--- src/rtl/tpg_pkg.sv ---
package tpg_pkg;
  localparam int LFSR_W = 16;
  localparam int NUM_SOLID = 7;

  localparam logic [2:0] PT_FILL  = 3'd0;
  localparam logic [2:0] PT_HRAMP = 3'd1;
  localparam logic [2:0] PT_VRAMP = 3'd2;
  localparam logic [2:0] PT_AUTO  = 3'd3;
  localparam logic [2:0] PT_NOISE = 3'd4;
  localparam logic [2:0] PT_PASS  = 3'd5;

  localparam logic [3:0] CS_BARS = 4'd7;
  localparam logic [3:0] CS_USER = 4'd8;

  // {r,g,b} on/off mask for the seven solid colours
  function automatic logic [2:0] solid_mask(input logic [3:0] code);
    case (code)
      4'd0: solid_mask = 3'b111;
      4'd1: solid_mask = 3'b100;
      4'd2: solid_mask = 3'b010;
      4'd3: solid_mask = 3'b001;
      4'd4: solid_mask = 3'b011;
      4'd5: solid_mask = 3'b101;
      4'd6: solid_mask = 3'b110;
      default: solid_mask = 3'b000;
    endcase
  endfunction

  // {r,g,b} mask for each bar, left to right
  function automatic logic [2:0] bar_mask(input logic [2:0] idx);
    case (idx)
      3'd0: bar_mask = 3'b111;
      3'd1: bar_mask = 3'b110;
      3'd2: bar_mask = 3'b011;
      3'd3: bar_mask = 3'b010;
      3'd4: bar_mask = 3'b101;
      3'd5: bar_mask = 3'b100;
      3'd6: bar_mask = 3'b001;
      default: bar_mask = 3'b000;
    endcase
  endfunction
endpackage

--- src/rtl/tpg_auto.sv ---
module tpg_auto import tpg_pkg::*; #(
  parameter int FRAMES_PER_STEP = 64
) (
  input  logic       clk,
  input  logic       rst_n,
  input  logic       frame_tick,
  output logic [2:0] idx
);
  localparam int FW = (FRAMES_PER_STEP > 2) ? $clog2(FRAMES_PER_STEP) : 1;
  localparam logic [FW-1:0] LAST = FW'(FRAMES_PER_STEP - 1);
  logic [FW-1:0] frm_cnt;

  always_ff @(posedge clk) begin
    if (!rst_n) begin
      frm_cnt <= '0;
      idx     <= '0;
    end else if (frame_tick) begin
      if (frm_cnt == LAST) begin
        frm_cnt <= '0;
        idx     <= (idx == 3'(NUM_SOLID - 1)) ? 3'd0 : idx + 3'd1;
      end else begin
        frm_cnt <= frm_cnt + 1'b1;
      end
    end
  end


  auto_range_chk: assert property (@(posedge clk) disable iff (!rst_n)
    idx < 3'(NUM_SOLID));
endmodule

--- config.mk ---
export PLATFORM = sky130hd
export DESIGN_NAME = tpg_auto
export DESIGN_NICKNAME = d
export VERILOG_FILES = /design/src/rtl/tpg_pkg.sv /design/src/rtl/tpg_auto.sv
export SDC_FILE = /design/constraint.sdc
export NUM_CORES = 1
export LEC_CHECK = 0
export ABC_AREA = 1
export BUFFER_PORTS_ARGS = -buffer_cell sky130_fd_sc_hd__buf_2
export CORE_AREA = 2 2 39 41
export CTS_BUF_LIST = sky130_fd_sc_hd__clkbuf_4
export DETAILED_ROUTE_END_ITERATION = 12
export DIE_AREA = 0 0 41 43
export PLACE_DENSITY = 0.61
export SLEW_MARGIN = 25
export SYNTH_ARGS = -nofsm -noshare
export SYNTH_HDL_FRONTEND = slang
export SYNTH_SLANG_ARGS = --single-unit
--- constraint.sdc ---
create_clock -name clk -period 1.2 [get_ports clk]
set_input_delay 0.12 -clock clk [delete_from_list [all_inputs] [get_ports clk]]
set_output_delay 0.12 -clock clk [all_outputs]
set_load 0.02 [all_outputs]
==> run metrics <==
footprint of the flip-flops and latches=180 µm²; root buffer cell=sky130_fd_sc_hd__clkbuf_4; final wirelength=774 µm; post-synth design cell area=between 400 and 500 µm²; multi-input combinational cell area=roughly 230 µm²; half-perimeter wire length of the detailed placement result=around 600 µm; synthesized flop and latch total=9; Via Count=386; first-iteration detailed-routing DRC count=7; Avg Cell Area, Syn=approximately 7 µm²; leakage component of the power=about 0.21 nW; area growth from synthesis to layout=22.9%; number of top-level design ports=6; fraction of power consumed by combinational cells=0.053; sequential element share of the synthesized area=0.422; postcts setup bufs=0; Internal=0.469 mW; Clock H-tree levels=1; number of global-route vias before repair=slightly above 300; layout cells sized above 1=0.254; antenna violations before repair=0; Max Buffers Root-to-Sink=2; NetSw=0.126 mW; largest net degree at the start of global routing=7; Crit. End Element=flop; total nets after synthesis=65; DRC violation count after routing=0; final clock period utilization by the worst path=0.910; cell count after synthesis=61; width of the die=around 40 µm; wire length per cell after detailed routing=~8.9 µm; cts hold-fix bufs=0; Setup Viol. Count Final=0; num rows=14; Max rail drop VDD=0.515 mV; slew margin rel.=0.873; post-DR vias/cell=around 4.4; worst r2r path cells=6; Max Cap Violations=0; Final Critical Period=around 1.1 ns; antenna cells=0; power density normalized to cell area=1130 nW/µm²; Fin. Hold Viols=0; outcome=finished, final reports clean; most common library cell in the layout ignoring fill and taps=sky130_fd_sc_hd__nand2_1; global placer's final weighted congestion=0.707; highest fanout seen on the critical path=3; category of the critical setup timing path=reg -> reg; library cells used by synthesis=14; fillcell total=between 150 and 200; minimum hold slack=around 0.14 ns; core region area=between 1000 and 1500 µm²; part of the total power dissipated in the clock network=0.425; critical path required time=1.35 ns; Setup Skew=~0.0047 ns; YS warnings=0; chip height=43 µm; Switching Share=0.211; CTS tree=built; Total Nets Final=between 70 and 80; slew at the pin closest to its max-slew limit=around 0.19 ns; post-CTS sizing=0; fraction of the core area covered by cells at the end of the flow=0.379; class of the tightest hold or removal check=in -> reg; insertion delay of the later-clocked pin in the worst-skew pair=about 0.26 ns; Detail Route Antenna Nets=0; hold path cells=3; Critical Path AT=roughly 1.3 ns; # port buffers=5; startpoint types=flop; effective utilization at floorplan=0.308; number of iterations in the first detailed-routing pass=4; fmax=~0.92 GHz; Flop pwr share=0.521; Num CTS Buffers=3; highest-count cells in the layout ignoring fill and taps=13 x sky130_fd_sc_hd__nand2_1, 9 x sky130_fd_sc_hd__dfxtp_1, 8 x sky130_fd_sc_hd__inv_1, 6 x sky130_fd_sc_hd__nor2_1; clock-pin transition on the worst setup and hold timing paths=0.06 ns; Global Route Usage Sum=0.106; die area=approximately 1800 µm²; count of clock tree sinks=9; global route total overflow=0; pins over their slew limit=0; wire length of the first global-routing pass=~1.2 mm
critical path, stage by stage, from the launching register on:
cell                      delay [ns]
sky130_fd_sc_hd__dfxtp_1        0.35
sky130_fd_sc_hd__ha_2           0.20
sky130_fd_sc_hd__nand2_1        0.06
sky130_fd_sc_hd__nor2_2         0.09
sky130_fd_sc_hd__nand2_1        0.11
sky130_fd_sc_hd__o21ai_1        0.13
sky130_fd_sc_hd__nor2_1         0.05
registers in the layout, summed over array words and instances (netlist names):
| name | flops |
|---|---|
| frm_cnt | 6 |
| idx | 3 |
kinds of logic after synthesis:
family          share of synthesized area
compound gates                     0.0821
xor+xnor                           0.0205
flops                               0.422
simple gates                        0.375
fa+ha+maj                          0.0293
buf+inv                            0.0704
per-layer routing:
| metal | GRT usage | up-vias | routed length, µm |
|---|---|---|---|
| met2 | 0.122 | 7 | 302 |
| met5 | 0 | - | 0 |
| met4 | 0.100 | 0 | 17 |
| li1 | - | 218 | - |
| met1 | 0.135 | 159 | 417 |
| met3 | 0.0471 | 2 | 37 |
cells in the mapped netlist (all sizes together):
cell,number,share of area
xor2,1,0.021
nand2,14,0.12
inv,8,0.070
nor3,3,0.035
o21ai,2,0.023
ha,1,0.029
nand3,5,0.059
nor2,10,0.11
nand4,1,0.015
or2,1,0.015
dfxtp,9,0.42
a21oi,5,0.059
nor3b,1,0.018
final timing paths:
kind                           start             endpoint  slack (ns)
min                            rst_n  idx[2]$_SDFFE_PN0P_        0.14
max          frm_cnt[0]$_SDFFE_PN0P_  idx[0]$_SDFFE_PN0P_        0.11
min reg2reg      idx[2]$_SDFFE_PN0P_  idx[2]$_SDFFE_PN0P_        0.49
max reg2reg  frm_cnt[0]$_SDFFE_PN0P_  idx[0]$_SDFFE_PN0P_        0.11
cell type report:
class	instances	area share
Clock buffer	4	0.0573
Inverter	8	0.0573
Multi-Input combinational cell	44	0.442
Sequential cell	9	0.344
Tap cell	16	0.0382
Timing Repair Buffer	6	0.0621
stage by stage:
step,std cells,cell area (µm²),setup TNS (ns),power (mW),setup slack (ns)
final,87,524,0,0.595,0.108
after CTS,87,509,0,0.607,0.0371
after detailed placement,83,479,0,0.346,0.0505
after global routing,87,524,-0.00503,0.629,-0.00503
after floorplan,61,427,0,0.335,0.132
after global placement,83,479,0,0.345,0.0815
power by group through the flow:
stage	clock network, mW	registers [mW]	logic, mW
CTS	0.268	0.310	0.0291
global placement	0	0.317	0.0282
detailed placement	0	0.317	0.0289
floorplan	0	0.316	0.0186
finish	0.253	0.310	0.0317
global route	0.282	0.311	0.0360
No activity file was read; power rests on OpenSTA's default activity.
